$ cat src/rtl/isg_pkg.sv
package isg_pkg;
  typedef enum logic [0:0] {
    MODE_IRQ  = 1'b0,
    MODE_POLL = 1'b1
  } isg_mode_e;
endpackage

$ cat src/rtl/isg_window.sv
// Sliding start-tick window and saturating event counter.
module isg_window #(
  parameter int TICK_W      = 16,
  parameter int STORM_LIMIT = 15
) (
  input  logic              clk,
  input  logic              rst_n,
  input  logic              evt,
  input  logic              clr,
  input  logic [TICK_W-1:0] tick_now,
  input  logic [TICK_W-1:0] win_len,
  output logic              storm_hit
);
  localparam int CNT_W = $clog2(STORM_LIMIT + 2);
  localparam logic [CNT_W-1:0] CNT_MAX = {CNT_W{1'b1}};
  localparam logic [CNT_W-1:0] LIM     = CNT_W'(STORM_LIMIT);

  logic [TICK_W-1:0] start_q, start_d;
  logic [CNT_W-1:0]  cnt_q, cnt_d;
  logic              vld_q, vld_d;
  logic              upd_en;

  logic [TICK_W-1:0] elapsed;
  logic              in_win;
  logic [CNT_W-1:0]  cnt_inc;
  logic [CNT_W-1:0]  cnt_evt;

  always_comb begin
    elapsed   = tick_now - start_q;
    in_win    = vld_q && (elapsed <= win_len);
    cnt_inc   = (cnt_q == CNT_MAX) ? cnt_q : cnt_q + 1'b1;
    cnt_evt   = in_win ? cnt_inc : CNT_W'(1);
    storm_hit = evt && (cnt_evt > LIM);
  end

  always_comb begin
    start_d = start_q;
    cnt_d   = cnt_q;
    vld_d   = vld_q;
    upd_en  = clr || evt;
    if (clr) begin
      cnt_d = '0;
      vld_d = 1'b0;
    end else if (evt) begin
      cnt_d = cnt_evt;
      if (!in_win) begin
        start_d = tick_now;
        vld_d   = 1'b1;
      end
    end
  end

  always_ff @(posedge clk or negedge rst_n) begin
    if (!rst_n) begin
      start_q <= '0;
      cnt_q   <= '0;
      vld_q   <= 1'b0;
    end else if (upd_en) begin
      start_q <= start_d;
      cnt_q   <= cnt_d;
      vld_q   <= vld_d;
    end
  end
endmodule

$ cat src/rtl/isg_poll.sv
// Poll interval timer and quiet-interval counter used during a storm.
module isg_poll #(
  parameter int TICK_W = 16,
  parameter int QP_W   = 4
) (
  input  logic              clk,
  input  logic              rst_n,
  input  logic              run,
  input  logic              start,
  input  logic              err,
  input  logic [TICK_W-1:0] tick_now,
  input  logic [TICK_W-1:0] win_len,
  input  logic [QP_W-1:0]   quiet_polls,
  output logic              due,
  output logic              quiet_done
);
  localparam logic [QP_W-1:0] QP_MAX = {QP_W{1'b1}};

  logic [TICK_W-1:0] mark_q, mark_d;
  logic [QP_W-1:0]   quiet_q, quiet_d;
  logic              dirty_q, dirty_d;
  logic              upd_en;

  logic [TICK_W-1:0] elapsed;
  logic              clean;
  logic [QP_W-1:0]   quiet_inc;

  always_comb begin
    elapsed    = tick_now - mark_q;
    due        = run && (elapsed > win_len);
    clean      = !(dirty_q || err);
    quiet_inc  = (quiet_q == QP_MAX) ? quiet_q : quiet_q + 1'b1;
    quiet_done = due && clean && (quiet_inc >= quiet_polls);
  end

  always_comb begin
    mark_d  = mark_q;
    quiet_d = quiet_q;
    dirty_d = dirty_q;
    upd_en  = start || run;
    if (start) begin
      mark_d  = tick_now;
      quiet_d = '0;
      dirty_d = 1'b0;
    end else if (run) begin
      if (due) begin
        mark_d  = tick_now;
        dirty_d = 1'b0;
        quiet_d = clean ? quiet_inc : '0;
      end else if (err) begin
        dirty_d = 1'b1;
      end
    end
  end

  always_ff @(posedge clk or negedge rst_n) begin
    if (!rst_n) begin
      mark_q  <= '0;
      quiet_q <= '0;
      dirty_q <= 1'b0;
    end else if (upd_en) begin
      mark_q  <= mark_d;
      quiet_q <= quiet_d;
      dirty_q <= dirty_d;
    end
  end
endmodule

$ cat src/rtl/isg_ctrl.sv
// Mode state machine and registered output pulses.
module isg_ctrl
  import isg_pkg::*;
(
  input  logic      clk,
  input  logic      rst_n,
  input  logic      irq_req,
  input  logic      storm_hit,
  input  logic      due,
  input  logic      quiet_done,
  input  logic      exit_req,
  output isg_mode_e mode_q,
  output logic      leave,
  output logic      svc_q,
  output logic      enter_q,
  output logic      poll_q
);
  isg_mode_e mode_d;
  logic      svc_d, enter_d, poll_d;
  logic      mode_en;

  always_comb begin
    mode_d  = mode_q;
    leave   = 1'b0;
    svc_d   = 1'b0;
    enter_d = 1'b0;
    poll_d  = 1'b0;
    unique case (mode_q)
      MODE_IRQ: begin
        svc_d   = irq_req && !storm_hit;
        enter_d = storm_hit;
        if (storm_hit) mode_d = MODE_POLL;
      end
      MODE_POLL: begin
        poll_d = due;
        if (quiet_done || exit_req) begin
          leave  = 1'b1;
          mode_d = MODE_IRQ;
        end
      end
      default: mode_d = MODE_IRQ;
    endcase
    mode_en = (mode_d != mode_q);
  end

  always_ff @(posedge clk or negedge rst_n) begin
    if (!rst_n) begin
      mode_q <= MODE_IRQ;
    end else if (mode_en) begin
      mode_q <= mode_d;
    end
  end

  always_ff @(posedge clk or negedge rst_n) begin
    if (!rst_n) begin
      svc_q   <= 1'b0;
      enter_q <= 1'b0;
      poll_q  <= 1'b0;
    end else begin
      svc_q   <= svc_d;
      enter_q <= enter_d;
      poll_q  <= poll_d;
    end
  end
endmodule

$ cat src/rtl/irq_storm_guard.sv
module irq_storm_guard
  import isg_pkg::*;
#(
  parameter int TICK_W      = 16,
  parameter int STORM_LIMIT = 15,
  parameter int QP_W        = 4
) (
  input  logic              clk,
  input  logic              rst_n,
  input  logic              irq_req,
  input  logic [TICK_W-1:0] tick_now,
  input  logic [TICK_W-1:0] win_len,
  input  logic [QP_W-1:0]   quiet_polls,
  input  logic              poll_err,
  input  logic              exit_req,
  output logic              irq_en,
  output logic              storm_active,
  output logic              poll_req,
  output logic              service_pulse,
  output logic              storm_enter
);
  isg_mode_e mode_q;
  logic      leave;
  logic      evt_irq;
  logic      in_poll;
  logic      storm_hit;
  logic      due;
  logic      quiet_done;

  assign in_poll = (mode_q == MODE_POLL);
  assign evt_irq = irq_req && !in_poll;

  isg_window #(
    .TICK_W      (TICK_W),
    .STORM_LIMIT (STORM_LIMIT)
  ) win_i (
    .clk       (clk),
    .rst_n     (rst_n),
    .evt       (evt_irq),
    .clr       (leave),
    .tick_now  (tick_now),
    .win_len   (win_len),
    .storm_hit (storm_hit)
  );

  isg_poll #(
    .TICK_W (TICK_W),
    .QP_W   (QP_W)
  ) poll_i (
    .clk         (clk),
    .rst_n       (rst_n),
    .run         (in_poll),
    .start       (storm_hit),
    .err         (poll_err),
    .tick_now    (tick_now),
    .win_len     (win_len),
    .quiet_polls (quiet_polls),
    .due         (due),
    .quiet_done  (quiet_done)
  );

  isg_ctrl ctrl_i (
    .clk        (clk),
    .rst_n      (rst_n),
    .irq_req    (irq_req),
    .storm_hit  (storm_hit),
    .due        (due),
    .quiet_done (quiet_done),
    .exit_req   (exit_req),
    .mode_q     (mode_q),
    .leave      (leave),
    .svc_q      (service_pulse),
    .enter_q    (storm_enter),
    .poll_q     (poll_req)
  );

  assign irq_en       = !in_poll;
  assign storm_active = in_poll;
endmodule

$ cat config.mk
export PLATFORM = sky130hd
export DESIGN_NAME = irq_storm_guard
export DESIGN_NICKNAME = d
export VERILOG_FILES = /design/src/rtl/isg_pkg.sv /design/src/rtl/isg_window.sv /design/src/rtl/isg_poll.sv /design/src/rtl/isg_ctrl.sv /design/src/rtl/irq_storm_guard.sv
export SDC_FILE = /design/constraint.sdc
export NUM_CORES = 1
export LEC_CHECK = 0
export BUFFER_PORTS_ARGS = -buffer_cell sky130_fd_sc_hd__buf_2
export CAP_MARGIN = 25
export CORE_MARGIN = 10
export CORE_UTILIZATION = 40
export CTS_CLUSTER_SIZE = 10
export DETAILED_ROUTE_END_ITERATION = 16
export PLACE_DENSITY_LB_ADDON = 0.2
export SLEW_MARGIN = 30
export SYNTH_ARGS = -nofsm -noshare
export SYNTH_HDL_FRONTEND = slang
export SYNTH_SLANG_ARGS = --single-unit
export TNS_END_PERCENT = 1
$ cat constraint.sdc
create_clock -name clk -period 3.79 [get_ports clk]
set_input_delay 0.5685 -clock clk [delete_from_list [all_inputs] [get_ports clk]]
set_output_delay 0.5685 -clock clk [all_outputs]
set_load 0.01 [all_outputs]
---- Word level (Yosys, flattened, before mapping) ----
Index checks and enable logic that the tools add are counted.
storage, ports and cells
  word-level logic and storage cells ...... 75
  latch bits .............................. 0
  memory bits (read-only) ................. 0
  bits in writable memories ............... 0
  output and inout port bits .............. 5
  memories kept ........................... 0
  flip-flop bits (word level) ............. 47
operators by class
  magnitude comparators ................... 4
  add/subtract/negate cells ............... 4
  muxes and demuxes ....................... 27
  bitwise gates (word level) .............. 3
  shift operators ......................... 0
  $mul .................................... 0
  divide/modulo/power cells ............... 0
  reductions and logical operators ........ 23
  eq/ne operators ......................... 4
operators by type and width
  kind                 number
  $mux 16              3
  $sub 16x16->16       2
  $mux 4               5
  $mux 5               4
  $gt 16x16->1         1
  $le 16x16->1         1
  $mux 1               14
  $reduce_and 3->1     3
  $logic_and 1x1->1    7
  $reduce_bool 2->1    3
  $add 5x1->5 const B  1
  $eq 5x5->1 const B   1
  $gt 5x4->1 const B   1
  $add 4x1->4 const B  1
  $eq 4x4->1 const B   1
  $ge 4x4->1           1
  $logic_or 1x1->1     4
  $reduce_and 4->1     1
  $logic_not 1->1      3
  $not 1->1            3
  $reduce_bool 3->1    1
  $ne 2x1->1 const B   1
  $pmux 1 s2           1
  $reduce_and 2->1     1
  $ne 1x1->1           1

---- Logic depth before layout (Yosys ltp) ----
  word-level depth ........................ 10
  gate-level depth with buffers ........... 20
  mapped depth without buffers ............ 19

---- Modules after synthesis ----
From an unflattened synthesis, not the netlist that was laid out.
unflattened totals
  cells, all modules ...................... 527
  area, all modules ....................... 4,556.9 um^2
modules (own cells, without submodules)
  module           cells an instance  area an instance (um^2)  seq. area each (um^2)  instances
  isg_poll         274                2,234.6                  525.5                  1
  isg_window       241                2,170.8                  550.5                  1
  isg_ctrl         10                 141.4                    100.1                  1
  irq_storm_guard  2                  10.0                     0.0                    1

---- Worst setup path after synthesis ----
Ideal clock, no wire load.
  kind .................................... in2reg
  start ................................... in tick_now[8]
  end ..................................... reg poll_i.mark_q[0]
  setup time .............................. 125 ps
  path slack .............................. -628 ps
  cell stages on the path ................. 17
  data arrival time ....................... 4,293 ps
  cells stage by stage .................... ha_1 > a21o_1 > a21o_1 > a21oi_1 > o21ai_0 > a211o_1 > o31ai_1 > xnor2_1 > ha_1 > nand4_1 > or4_1 > o2111ai_1 > o21ai_2 > nor4_4 > nor2_4 > buf_6 > mux2_4
between the ends
  longest elaborated chain between the ends .. 8
  elaborated cells on any way between the ends .. 14
ends and longest elaborated chain
  element                                                                 RTL line               text
  start, declared                                                         irq_storm_guard.sv:11  input logic [TICK_W-1:0] tick_now,
  $sub 16x16->16                                                          isg_window.sv:29       elapsed = tick_now - start_q;
  $le 16x16->1                                                            isg_window.sv:30       in_win = vld_q && (elapsed <= win_len);
  $logic_and 1x1->1                                                       isg_window.sv:30
  $mux 5                                                                  isg_window.sv:32       cnt_evt = in_win ? cnt_inc : CNT_W'(1);
  $gt 5x4->1                                                              isg_window.sv:33       storm_hit = evt && (cnt_evt > LIM);
  $logic_and 1x1->1                                                       isg_window.sv:33
  $reduce_bool 2->1 (no line) / $logic_or 1x1->1 (equally long branches)  -
  $reduce_and 3->1 (no line)                                              -
  end signal, assigned                                                    isg_poll.sv:62         mark_q <= mark_d;
  end, declared                                                           isg_poll.sv:19         logic [TICK_W-1:0] mark_q, mark_d;
Several ways; a longest one is shown, not always the timed one.
A chain may end at the register's enable or synchronous reset.

---- Worst setup path in the final report ----
  start ................................... in tick_now[1]
  end ..................................... reg poll_i.mark_q[5]
The elaborated chain is that of the path after synthesis.

==> reports/qor.log <==
INFO  floorplanning  core_region=10,200um2
INFO  final_layout   layout.cells.most_common=sky130_fd_sc_hd__buf_4
INFO  timing         finalHoldViolations=0
INFO  timing         holdWs=0.281ns
INFO  place          placement.setup.worst_slack=-0.799ns
INFO  place          post-place-cells=687
INFO  final_layout   stdcell_area=5260um2
INFO  clock_tree     cts.sinks=47
INFO  final_layout   area_growth_syn_to_layout=27.3%
INFO  floorplanning  fp.dieW=122um
INFO  final_layout   layout_common_cells=74 x sky130_fd_sc_hd__buf_4, 66 x sky130_fd_sc_hd__ha_1, 57 x sky130_fd_sc_hd__inv_1
INFO  global_routing grt_util_met1=0.175
INFO  timing         min_period=4.19ns
INFO  setup_path     endpoint_class_of_the_critical_path=flip-flop
INFO  drt            drtPass1Iterations=4
INFO  timing         tightestPinTransition=0.615ns
INFO  clock_tree     cts-htree-levels=2
INFO  setup_path     worstPathRequired=3.98ns
INFO  floorplanning  die_footprint=14,800um2
INFO  synthesis      synth_fp_nets=544
INFO  setup_path     max_stage_delay_cell_worst_path=sky130_fd_sc_hd__or4_4
INFO  drt            vias=3,474
INFO  power          power.total=4510uW
INFO  hold_path      timing.hold.worst.class=in2async
INFO  synthesis      synthesis.area_per_instance=9.53um2
INFO  timing         setup_slack=-0.401ns
INFO  place          post_place_cell_area=5130um2
INFO  global_routing met2_usage=0.245
INFO  synthesis      synth_top_flop_cell=sky130_fd_sc_hd__dfrtp_1
INFO  place          dp_hpwl=8.05mm
INFO  synthesis      synth_cells=433
INFO  clock_tree     cts-buffers-inserted=5
INFO  setup_path     crit_type=in2reg
INFO  drt            wire_per_inst=14.2um
INFO  timing         drv_slew=0
INFO  final_layout   final_cell_count_no_fill=694
INFO  clock_tree     tritoncts=built
INFO  final_layout   nNetsFinal=669
INFO  power          largest_vdd_supply_drop=0.000351V
INFO  synthesis      ys_async_sr_fraction=1.00
INFO  setup_path     worstPathCellList=buf_2 > buf_4 > ha_1 > nor2b_1 > o2111a_1 > nor2_2 > a21oi_2 > a211o_1 > o31ai_2 > xnor2_1 > ha_1 > nand4_1 > or4_4 > o211a_4 > nor4_4 > nor2_4 > buf_12 > mux2_4
INFO  setup_path     cpMostUsedCell=sky130_fd_sc_hd__ha_1
INFO  floorplanning  design.portCount=46
INFO  global_routing grt_start_max_net_pins=48
INFO  clock_tree     later_pin_clock_latency_in_the_skew_report=0.30ns
INFO  drt            viasPerCell=5.01
INFO  global_routing grt.busiest_layer=met2
INFO  drt            antenna_left=0
INFO  job            drv.max_cap_violation_count=0
INFO  power          cellPowerDensity=858nW/um2
INFO  global_routing grt_overflow_total=0
INFO  timing         timing.fmax=239MHz
INFO  synthesis      synthDistinctLibCells=54
INFO  floorplanning  floorplan.initialDensity=0.405
INFO  timing         setup_repair_after_global_routing_missed_its_margin=true
INFO  synthesis      synth-seq-area-share=0.285
INFO  clock_tree     clkTransAtPathRegs=0.09ns
INFO  timing         fin_crit_sh=1.11
INFO  clock_tree     clk_path_buf_depth=2
INFO  place          routabilityCongestion=0.867
INFO  global_routing overall_fraction_of_global_route_tracks_in_use=0.140
INFO  setup_path     worst-path-max-fanout=18
INFO  floorplanning  placement_rows=37
INFO  clock_tree     clock-root-buffer=sky130_fd_sc_hd__clkbuf_8
INFO  synthesis      mappedNetlistArea=4130um2
INFO  drt            route.detailed.drc=0
INFO  floorplanning  fp.dieH=122um
INFO  final_layout   antennaDiodeCount=0
INFO  setup_path     worst_path_largest_cell_delay=0.45ns
INFO  synthesis      synth.ff_latch_count=47
INFO  drt            detail_route.iter0.violations=151
INFO  global_routing first_global_vias=3,710
INFO  drt            wirelength=9.83mm
INFO  global_routing gr-usage-met3=0.0250
INFO  outcome        violations=setup timing
INFO  place          input_output_buffers=45
INFO  timing         finalSetupViolations=45
INFO  setup_path     critPathLaunchType=primary input
INFO  global_routing number_of_antenna_violations_at_the_first_check_in_global_routing=0
INFO  setup_path     r2r_slack=-0.30ns
INFO  outcome        status=finished, violations left
INFO  timing         relSlewSlack=0.590
INFO  synthesis      synthesis.yosys.warnings=0
INFO  final_layout   final_layout_size_suffix_gt1_frac=0.326
INFO  global_routing grt_first_pass_wirelength=17.2mm
INFO  synthesis      synth_enable_flop_cells=0
INFO  timing         skew=0.00963ns
INFO  setup_path     arrival=4.38ns
INFO  power          p_leak=0.00269uW
## critical path: cells and delay by family
family,cells,cell delay (ns)
simple gates,6,1.29
compound gates,5,1.09
fa+ha+maj,2,0.59
buf+inv,3,0.43
mux,1,0.30
xor+xnor,1,0.10
## cells by family (layout without fill, tap and decap cells)
logic type,count (synthesis),count (layout),share of synthesized area
AO/OA/AOI/OAI,105,105,0.169
AND/OR/NAND/NOR,89,89,0.115
adder cells (fa/ha/maj),70,70,0.216
buffers and inverters,59,184,0.0558
flip-flops,47,47,0.285
multiplexers,33,33,0.0958
XOR/XNOR,30,30,0.0637
## cells in the mapped netlist, types with 8 or more instances
cell type                 instances  area [um2]
sky130_fd_sc_hd__dfrtp_1         47        1180
sky130_fd_sc_hd__mux2_2          24         270
sky130_fd_sc_hd__a21o_1          14         105
sky130_fd_sc_hd__a21oi_1         38         190
sky130_fd_sc_hd__inv_1           57         214
sky130_fd_sc_hd__xnor2_1         24         210
sky130_fd_sc_hd__nand2_1         16        60.1
sky130_fd_sc_hd__ha_1            68         851
sky130_fd_sc_hd__nor3_1           8        40.0
sky130_fd_sc_hd__nand4_1         11        68.8
sky130_fd_sc_hd__o21ai_0         15        75.1
sky130_fd_sc_hd__nor2_1          19        71.3
## power breakdown
group,internal [uW],switching [uW]
combinational,1800,1560
sequential,712,120
clock,144,173
## state kept, by name, indices dropped and copies added, names as in the netlist
register / count
poll_i.mark_q: 16
win_i.start_q: 16
win_i.cnt_q: 5
poll_i.quiet_q: 4
ctrl_i.enter_q: 1
ctrl_i.mode_q: 1
ctrl_i.poll_q: 1
ctrl_i.svc_q: 1
poll_i.dirty_q: 1
win_i.vld_q: 1
## final timing paths
path                                              start                             to  cells after the start
hold reg to reg                 win_i.vld_q$_DFFE_PN0P_        win_i.vld_q$_DFFE_PN0P_                      1
max in group asynchronous                         rst_n   win_i.start_q[4]$_DFFE_PN0P_                      1
setup reg to reg           poll_i.mark_q[1]$_DFFE_PN0P_  poll_i.mark_q[14]$_DFFE_PN0P_                     17
min in group clk                win_i.vld_q$_DFFE_PN0P_        win_i.vld_q$_DFFE_PN0P_                      1
setup / recovery                            tick_now[1]   poll_i.mark_q[5]$_DFFE_PN0P_                     18
hold / removal                                    rst_n        ctrl_i.poll_q$_DFF_PN0_                      1
## what timing repair did
action / 4_1_cts / 5_1_grt
buffers inserted: 0 / 0
hold buffers: 0 / 0
gates cloned: 0 / 0
endpoints found under the setup margin: 46 / 47
resized for setup: 4 / 5
hold endpoints to repair: 0 / 0
pin swaps: 0 / 1
## area by class of cell
| cell class | instances | area [um2] |
|---|---|---|
| Fill cell | 977 | 4930 |
| Multi-Input combinational cell | 327 | 2790 |
| Sequential cell | 47 | 1180 |
| Timing Repair Buffer | 120 | 816 |
| Inverter | 57 | 214 |
| Tap cell | 136 | 170 |
| Clock buffer | 6 | 82.6 |
| Clock inverter | 1 | 5.00 |
## through the flow
step           utilization  TNS (ns)
5_1_grt              0.516    -21.77
4_1_cts              0.514    -13.51
3_3_place_gp         0.504    -31.77
2_1_floorplan            -     -6.52
3_5_place_dp         0.504    -31.15
6_report             0.516    -13.25
## routing by layer
layer / vias to the layer above / wire length [um]
met5: - / 0
met3: 11 / 293
li1: 1797 / -
met4: 0 / 121
met1: 1621 / 4680
met2: 45 / 4730
Note: power is estimated with default switching activity, not from simulation.
